## config.mk

```make
export PLATFORM = sky130hd
export DESIGN_NAME = mbx_cmd_reg
export DESIGN_NICKNAME = d
export VERILOG_FILES = /design/src/rtl/mbx_pkg.sv /design/src/rtl/mbx_decode.sv /design/src/rtl/mbx_cmd_store.sv /design/src/rtl/mbx_ctrl.sv /design/src/rtl/mbx_cmd_reg.sv
export SDC_FILE = /design/constraint.sdc
export NUM_CORES = 1
export LEC_CHECK = 0
export BUFFER_PORTS_ARGS = -buffer_cell sky130_fd_sc_hd__buf_2
export CELL_PAD_IN_SITES_DETAIL_PLACEMENT = 1
export CELL_PAD_IN_SITES_GLOBAL_PLACEMENT = 2
export CORE_MARGIN = 2
export CORE_UTILIZATION = 22
export CTS_CLUSTER_SIZE = 28
export DETAILED_ROUTE_END_ITERATION = 8
export PLACE_DENSITY_LB_ADDON = 0.1
export SYNTH_ARGS = -nofsm -noshare
export SYNTH_HDL_FRONTEND = slang
export SYNTH_SLANG_ARGS = --single-unit
```

## constraint.sdc

```tcl
create_clock -name clk -period 1.3 [get_ports clk]
set_input_delay 0.065 -clock clk [delete_from_list [all_inputs] [get_ports clk]]
set_output_delay 0.065 -clock clk [all_outputs]
set_load 0.02 [all_outputs]
```

## src/rtl/mbx_pkg.sv

```systemverilog
package mbx_pkg;

  // Control word field positions; the host decodes these when polling.
  localparam int OPC_LSB  = 0;
  localparam int OPC_W    = 8;
  localparam int EVT_BIT  = 8;
  localparam int STS_LSB  = 9;
  localparam int STS_W    = 4;
  localparam int BUSY_BIT = 13;
  localparam int DIR_BIT  = 14;
  localparam int QNUM_LSB = 16;
  localparam int QNUM_W   = 16;
  localparam int CADDR_W  = 64;
  localparam int CMD_W    = 128;

  localparam int OPC_MAX  = 5;

  localparam logic [STS_W-1:0] STS_OK      = 4'h0;
  localparam logic [STS_W-1:0] STS_BAD_OPC = 4'h1;

  typedef enum logic [1:0] {
    ST_IDLE = 2'd0,
    ST_REQ  = 2'd1,
    ST_DONE = 2'd2
  } mbx_state_e;

  typedef struct packed {
    logic [QNUM_W-1:0]  qnum;
    logic               dir;
    logic               evt;
    logic [OPC_W-1:0]   opc;
    logic [CADDR_W-1:0] caddr;
  } mbx_cmd_t;

endpackage

```

## src/rtl/mbx_decode.sv

```systemverilog
module mbx_decode
  import mbx_pkg::*;
#(
  parameter int ADDR_W = 12,
  parameter logic [ADDR_W-1:0] MBX_OFFSET = 12'h300
) (
  input  logic              wr_en,
  input  logic [ADDR_W-1:0] addr,
  input  logic [CMD_W-1:0]  wdata,
  output logic              start,
  output logic              opc_ok,
  output mbx_cmd_t          cmd
);

  logic hit;
  logic unused_rsvd;

  assign hit   = wr_en && (addr == MBX_OFFSET);
  assign start = hit && wdata[BUSY_BIT];

  assign cmd.opc   = wdata[OPC_LSB +: OPC_W];
  assign cmd.evt   = wdata[EVT_BIT];
  assign cmd.dir   = wdata[DIR_BIT];
  assign cmd.qnum  = wdata[QNUM_LSB +: QNUM_W];
  assign cmd.caddr = {wdata[95:64], wdata[63:32]};

  assign opc_ok = (cmd.opc <= OPC_W'(OPC_MAX));

  // Status bits written by the host and the reserved word carry no meaning.
  assign unused_rsvd = ^{wdata[127:96], wdata[15], wdata[STS_LSB +: STS_W]};

endmodule

```

## src/rtl/mbx_cmd_store.sv

```systemverilog
module mbx_cmd_store
  import mbx_pkg::*;
(
  input  logic     clk,
  input  logic     rst,
  input  logic     load,
  input  mbx_cmd_t cmd_in,
  output mbx_cmd_t cmd_q
);

  always_ff @(posedge clk) begin
    if (rst) begin
      cmd_q <= '0;
    end else if (load) begin
      cmd_q <= cmd_in;
    end
  end

endmodule

```

## src/rtl/mbx_ctrl.sv

```systemverilog
module mbx_ctrl
  import mbx_pkg::*;
(
  input  logic             clk,
  input  logic             rst,
  input  logic             start,
  input  logic             opc_ok,
  input  logic             req_ready,
  output logic             accept,
  output logic             req_valid,
  output logic             busy_q,
  output logic [STS_W-1:0] status_q,
  output logic             err_q
);

  mbx_state_e       state;
  logic [STS_W-1:0] pend_sts;

  assign accept    = start && (state == ST_IDLE);
  assign req_valid = (state == ST_REQ);

  always_ff @(posedge clk) begin
    if (rst) begin
      state    <= ST_IDLE;
      busy_q   <= 1'b0;
      status_q <= STS_OK;
      pend_sts <= STS_OK;
      err_q    <= 1'b0;
    end else begin
      if (start && state != ST_IDLE) begin
        err_q <= 1'b1;
      end
      case (state)
        ST_IDLE: begin
          if (start) begin
            busy_q   <= 1'b1;
            status_q <= STS_OK;
            if (opc_ok) begin
              state    <= ST_REQ;
              pend_sts <= STS_OK;
            end else begin
              state    <= ST_DONE;
              pend_sts <= STS_BAD_OPC;
            end
          end
        end
        ST_REQ: begin
          if (req_ready) begin
            state <= ST_DONE;
          end
        end
        ST_DONE: begin
          state    <= ST_IDLE;
          busy_q   <= 1'b0;
          status_q <= pend_sts;
        end
        default: state <= ST_IDLE;
      endcase
    end
  end

endmodule

```

## src/rtl/mbx_cmd_reg.sv

```systemverilog
module mbx_cmd_reg
  import mbx_pkg::*;
#(
  parameter int ADDR_W = 12,
  parameter logic [ADDR_W-1:0] MBX_OFFSET = 12'h300
) (
  input  logic                clk,
  input  logic                rst,
  input  logic                host_wr_en,
  input  logic [ADDR_W-1:0]   host_addr,
  input  logic [CMD_W-1:0]    host_wdata,
  output logic [31:0]         ctl_word_o,
  output logic                busy_o,
  output logic [STS_W-1:0]    status_o,
  output logic                err_o,
  output logic                mreq_valid_o,
  input  logic                mreq_ready_i,
  output logic                mreq_write_o,
  output logic                mreq_event_o,
  output logic [OPC_W-1:0]    mreq_kind_o,
  output logic [QNUM_W-1:0]   mreq_queue_o,
  output logic [CADDR_W-1:0]  mreq_addr_o
);

  logic     start;
  logic     opc_ok;
  logic     accept;
  mbx_cmd_t cmd_in;
  mbx_cmd_t cmd_q;

  mbx_decode #(
    .ADDR_W    (ADDR_W),
    .MBX_OFFSET(MBX_OFFSET)
  ) u_decode (
    .wr_en (host_wr_en),
    .addr  (host_addr),
    .wdata (host_wdata),
    .start (start),
    .opc_ok(opc_ok),
    .cmd   (cmd_in)
  );

  mbx_cmd_store u_store (
    .clk   (clk),
    .rst   (rst),
    .load  (accept),
    .cmd_in(cmd_in),
    .cmd_q (cmd_q)
  );

  mbx_ctrl u_ctrl (
    .clk      (clk),
    .rst      (rst),
    .start    (start),
    .opc_ok   (opc_ok),
    .req_ready(mreq_ready_i),
    .accept   (accept),
    .req_valid(mreq_valid_o),
    .busy_q   (busy_o),
    .status_q (status_o),
    .err_q    (err_o)
  );

  assign ctl_word_o = {cmd_q.qnum, 1'b0, cmd_q.dir, busy_o, status_o,
                       cmd_q.evt, cmd_q.opc};

  assign mreq_write_o = cmd_q.dir;
  assign mreq_event_o = cmd_q.evt;
  assign mreq_kind_o  = cmd_q.opc;
  assign mreq_queue_o = cmd_q.qnum;
  assign mreq_addr_o  = cmd_q.caddr;

endmodule

```

# Word level (Yosys, flattened, before mapping)
# Index checks and enable logic that the tools add are counted.
dict set report totals {
  regBits 102
  wordCells 35
  out_inout_bits 129
  inputBits 144
}
dict set report op_classes {
  magnitude_cmp 1
  reduce_logical 10
  n_eq_ne 5
  mux 9
}
# operator count
set op_table {}
lappend op_table {{$eq A12 B10 Y1 const B} 1}
lappend op_table {{$le A8 B3 Y1 const B} 1}
lappend op_table {{$pmux W4 S2} 1}
lappend op_table {{$mux W2} 3}
lappend op_table {{$reduce_and A2 Y1} 3}
lappend op_table {{$logic_and A1 B1 Y1} 4}
lappend op_table {{$mux W4} 1}
lappend op_table {{$ne A2 B1 Y1 const B} 2}
lappend op_table {{$pmux W2 S2} 1}
lappend op_table {{$reduce_bool A2 Y1} 2}
lappend op_table {{$eq A2 B1 Y1 const B} 1}
lappend op_table {{$eq A2 B2 Y1 const B} 1}
lappend op_table {{$logic_not A2 Y1} 1}
lappend op_table {{$mux W1} 2}
lappend op_table {{$pmux W1 S2} 1}

# Depth between registers and ports, before layout
dict set report logic_depth {
  ltp_word 5
  ltp_mapped 6
  ltp_nobuf 3
}

# Modules after synthesis
# Synthesis repeated with hierarchy kept, for this count alone.
dict set report hier_totals {
  hier_cells 451
  hier_area_um2 4513.1
}
# module seq_area_each_um2 area_each_um2 cells_each instances
set by_module_without_submodules {}
lappend by_module_without_submodules {mbx_cmd_store 1801.7 3225.6 290 1}
lappend by_module_without_submodules {mbx_decode 0.0 749.5 97 1}
lappend by_module_without_submodules {mbx_ctrl 120.1 294.0 31 1}
lappend by_module_without_submodules {mbx_cmd_reg 0.0 244.0 33 1}

# Worst setup path before layout
# OpenSTA, ideal clock, no wires.
dict set report synth_timing {
  kind {reg-to-reg}
  from {register u_ctrl.state[1]}
  to {register u_ctrl.pend_sts[0]}
  n_path_buf 3
  required_ns 1.228
  setup_time_ns 0.072
  arrival_ns 1.375
  slack_ns -0.147
  synth_period_minus_slack_ns 1.447
  path_stages_with_launch 7
  cell_sequence {dfxtp_1 nor4_2 and4_1 buf_4 buf_12 buf_12 mux2i_1}
}
dict set report synth_via {
  elab_chain_cells 2
}
# element line_no
set synth_rtl {}
lappend synth_rtl {{from (decl)} mbx_ctrl.sv:16} ;# mbx_state_e state;
lappend synth_rtl {{from (signal assigned)} mbx_ctrl.sv:24} ;# state <= ST_IDLE;
lappend synth_rtl {{from (signal assigned)} mbx_ctrl.sv:39} ;# state <= ST_REQ;
lappend synth_rtl {{from (signal assigned)} mbx_ctrl.sv:42} ;# state <= ST_DONE;
lappend synth_rtl {{$logic_not A2 Y1} mbx_ctrl.sv:33} ;# case (state)
lappend synth_rtl {{$reduce_and A2 Y1 (no line)} n/a}
lappend synth_rtl {{to (signal assigned)} mbx_ctrl.sv:27} ;# pend_sts <= STS_OK;
lappend synth_rtl {{to (signal assigned)} mbx_ctrl.sv:40} ;# pend_sts <= STS_OK;
lappend synth_rtl {{to (signal assigned)} mbx_ctrl.sv:43} ;# pend_sts <= STS_BAD_OPC;
lappend synth_rtl {{to (decl)} mbx_ctrl.sv:17} ;# logic [STS_W-1:0] pend_sts;
# No other way between the ends.
# A chain may end at the register's enable or synchronous reset.

# Worst setup path after layout
dict set report layout_timing {
  from {register u_ctrl.state[0]}
  to {register, netlist name u_store.cmd_q[48]}
}
dict set report layout_via {
  elab_chain_cells 2
}
# element line_no
set layout_rtl {}
lappend layout_rtl {{$logic_not A2 Y1} mbx_ctrl.sv:19} ;# assign accept = start && (state == ST_IDLE);
lappend layout_rtl {{$logic_and A1 B1 Y1} mbx_ctrl.sv:19}
# No other way between the ends.

==> results.sh <==
export IMPL_status="complete, but fails checks"
export IMPL_violations="setup timing"
export IMPL_highest_layer="met4"
export IMPL_skew_ns=0.008100
export IMPL_fin_util_pct=35.48
export IMPL_arrival_ns=1.83
export IMPL_final_common_cell="buf_2"
export IMPL_max_freq_ghz=0.6397
export IMPL_ys_ff_latch=96
export IMPL_clk_latency_ns=0.35
export IMPL_maxCapViolCount=0
export IMPL_track_usage_pct=12.59
export IMPL_die_area_sq_mm=0.02251
export IMPL_synth_top_area_cell="dfxtp_1"
export IMPL_r2r_cells=5
export IMPL_reg2reg_slack_ns=-0.26
export IMPL_setup_tns_ns=-19.38
export IMPL_cts_made_buffers=9
export IMPL_hold_start="host_wdata[84]"
export IMPL_insertedDiodeCount=0
export IMPL_ys_warn_count=0
export IMPL_die_height_um=150.0
export IMPL_wl_per_cell_um=13.89
export IMPL_place_area_sq_mm=0.005843
export IMPL_holdWs_ns=0.009805
export IMPL_fin_crit_ns=1.563
export IMPL_cp_max_fo=8
export IMPL_first_global_vias=4236
export IMPL_mostFrequentLayoutCells="226 x buf_2, 182 x nand2b_1, 95 x dfxtp_1"
export IMPL_cts_max_path_buffers=2
export IMPL_end_kind="flop"
export IMPL_nets=903
export IMPL_drt_iter0_drc=94
export IMPL_drive_above_1_share_pct=37.17
export IMPL_num_vias=4095
export IMPL_gr_total_overflow=0
export IMPL_avgSynthCellArea_sq_um=10.16
export IMPL_htreeDepth=3
export IMPL_start_util_pct=22.39
export IMPL_die_w_um=150.0
export IMPL_cp_required_ns=1.57
export IMPL_synthCells=462
export IMPL_rsz0062_at_grt="true"
export IMPL_path_class="reg -> reg"
export IMPL_grt_pass1_wl_um=21870
export IMPL_multi_input_comb_area_sq_mm=0.002311
export IMPL_io_pins=273
export IMPL_cts_tree="done"
export IMPL_powerDensity_mw_per_mm2=852.8
export IMPL_synth_edf_count=0
export IMPL_drtAntennaViolNets=0
export IMPL_ff_latch_area_sq_mm=0.001923
export IMPL_setup_viol=92
export IMPL_viasPerCell=3.941
export IMPL_pre_cts_ws_ns=-0.2779
export IMPL_hold_viol_final=0
export IMPL_syn_to_final_growth_pct=58.45
export IMPL_core_sq_mm=0.02096
export IMPL_period_share_pct=120.2
export IMPL_synthTopCellsByArea="dfxtp_1 41%, nand2b_1 24%, mux2i_1 19%"
export IMPL_hold_depth=3
export IMPL_row_count=53
export IMPL_worstReg2RegStart="u_ctrl.state[0]"
export IMPL_met1Wirelength_um=5922
export IMPL_synthDistinctLibCells=25
export IMPL_gp_congestion=0.6588
export IMPL_fin_ws_ns=-0.2631
export IMPL_wl_met3_um=684
export IMPL_ir_worst_vdd_mv=0.4975
export IMPL_design_area_sq_mm=0.007435
export IMPL_synth_seq_area_share_pct=40.96
export IMPL_hold_path_class="in -> reg"
export IMPL_netlist_area_sq_mm=0.004692
export IMPL_cts_sinks=96
export IMPL_io_buffers=228
export IMPL_antenna_found_initial=0
export IMPL_hpwl_um=9423
export IMPL_netlist_area_leader_share_pct=40.96
export IMPL_r2r_end="u_store.cmd_q[48]"
export IMPL_path_clk_slew_ns=0.07
export IMPL_cts_root_buf="clkbuf_16"
export IMPL_ys_flop_type="dfxtp_1"
export IMPL_fillers=2442
export IMPL_cp_start_kind="flop"
export IMPL_async_flop_share_pct=0
export IMPL_firstDrtPassIters=4
export IMPL_finalMaxSlewViolations=0
export IMPL_grt_max_degree=56
export IMPL_p_leak_nw=3.213
export IMPL_hold_path_end="u_store.cmd_q[52]"
export IMPL_route_met2_wl_um=7593
export IMPL_routed_wl_um=14430
export IMPL_drc=0
-- worst max path at each step --
stage	start	end	slack [ns]	cells past startpoint
after global placement	host_addr[1]	u_store.cmd_q[49]	-0.22	6
after CTS	u_ctrl.state[0]	u_store.cmd_q[31]	-0.21	6
after global routing	u_ctrl.state[0]	u_store.cmd_q[48]	-0.34	5
after detailed placement	host_addr[1]	u_store.cmd_q[48]	-0.28	6
after floorplan	u_ctrl.state[0]	u_ctrl.pend_sts[0]	-0.11	6
final	u_ctrl.state[0]	u_store.cmd_q[48]	-0.26	5
-- cell usage after synthesis, types with 2 or more instances --
| library cell | number |
|---|---|
| nand2b_1 | 182 |
| dfxtp_1 | 96 |
| mux2i_1 | 91 |
| buf_4 | 37 |
| clkbuf_1 | 20 |
| buf_12 | 9 |
| nand3b_1 | 3 |
| and4bb_2 | 2 |
| nand2_1 | 2 |
| nand4_1 | 2 |
| nor2_1 | 2 |
| nor4_2 | 2 |
| o22ai_1 | 2 |
-- routing by layer --
| metal | vias to the layer above | track usage (%) |
|---|---|---|
| li1 | 2049 | - |
| met1 | 1913 | 14.55 |
| met2 | 122 | 22.95 |
| met3 | 11 | 2.073 |
| met4 | 0 | 5.094 |
| met5 | - | 0 |
-- final cells by class --
type | instances | area share [%]
inverter | 1 | 0.05049
sequential | 96 | 25.87
clock inverter | 4 | 0.7237
multi-input combinational | 304 | 31.08
timing repair buffer | 347 | 34.33
tap | 275 | 4.628
clock buffer | 12 | 3.315
-- critical path, cell delays in order (launching register included) --
cell,delay [ns]
dfxtp_2,0.34
nor4_4,0.30
and4_4,0.33
buf_8,0.15
buf_16,0.15
mux2i_2,0.21
-- timing repair --
action | in CTS | in global routing
hold buffers | 89 | 0
endpoints found under the hold margin | 89 | 0
pin swaps | 2 | 4
gates cloned | 7 | 3
resized for setup | 18 | 14
endpoints found under the setup margin | 93 | 95
setup buffers | 10 | 1
-- flip-flops by register name, indices dropped and copies added, names as in the netlist --
| signal | cells |
|---|---|
| u_ctrl.busy_q | 1 |
| u_ctrl.status_q | 1 |
| u_ctrl.pend_sts | 1 |
| u_store.cmd_q | 90 |
| u_ctrl.err_q | 1 |
| u_ctrl.state | 2 |
-- cell families after synthesis --
logic type,after synthesis,share of synthesized area [%]
mux,91,19.41
compound gates,8,1.147
flops,96,40.96
other cells,1,0.07992
simple gates,198,26.85
buf+inv,68,11.55
-- power by group --
group | switching, W | internal (W) | total [W]
Combinational | 0.000226 | 0.000435 | 0.000661
Clock | 0.00119 | 0.00155 | 0.00274
Sequential | 0.0000000960 | 0.00294 | 0.00294
Total | 0.00142 | 0.00492 | 0.00634
-- through the flow --
step / power (W) / std cells
after CTS: 0.006508 / 1041
after detailed placement: 0.003452 / 919
after global placement: 0.003444 / 919
after floorplan: 0.003249 / 468
final: 0.006341 / 1039
after global routing: 0.006685 / 1039
Power figures use the tool's default switching activity.
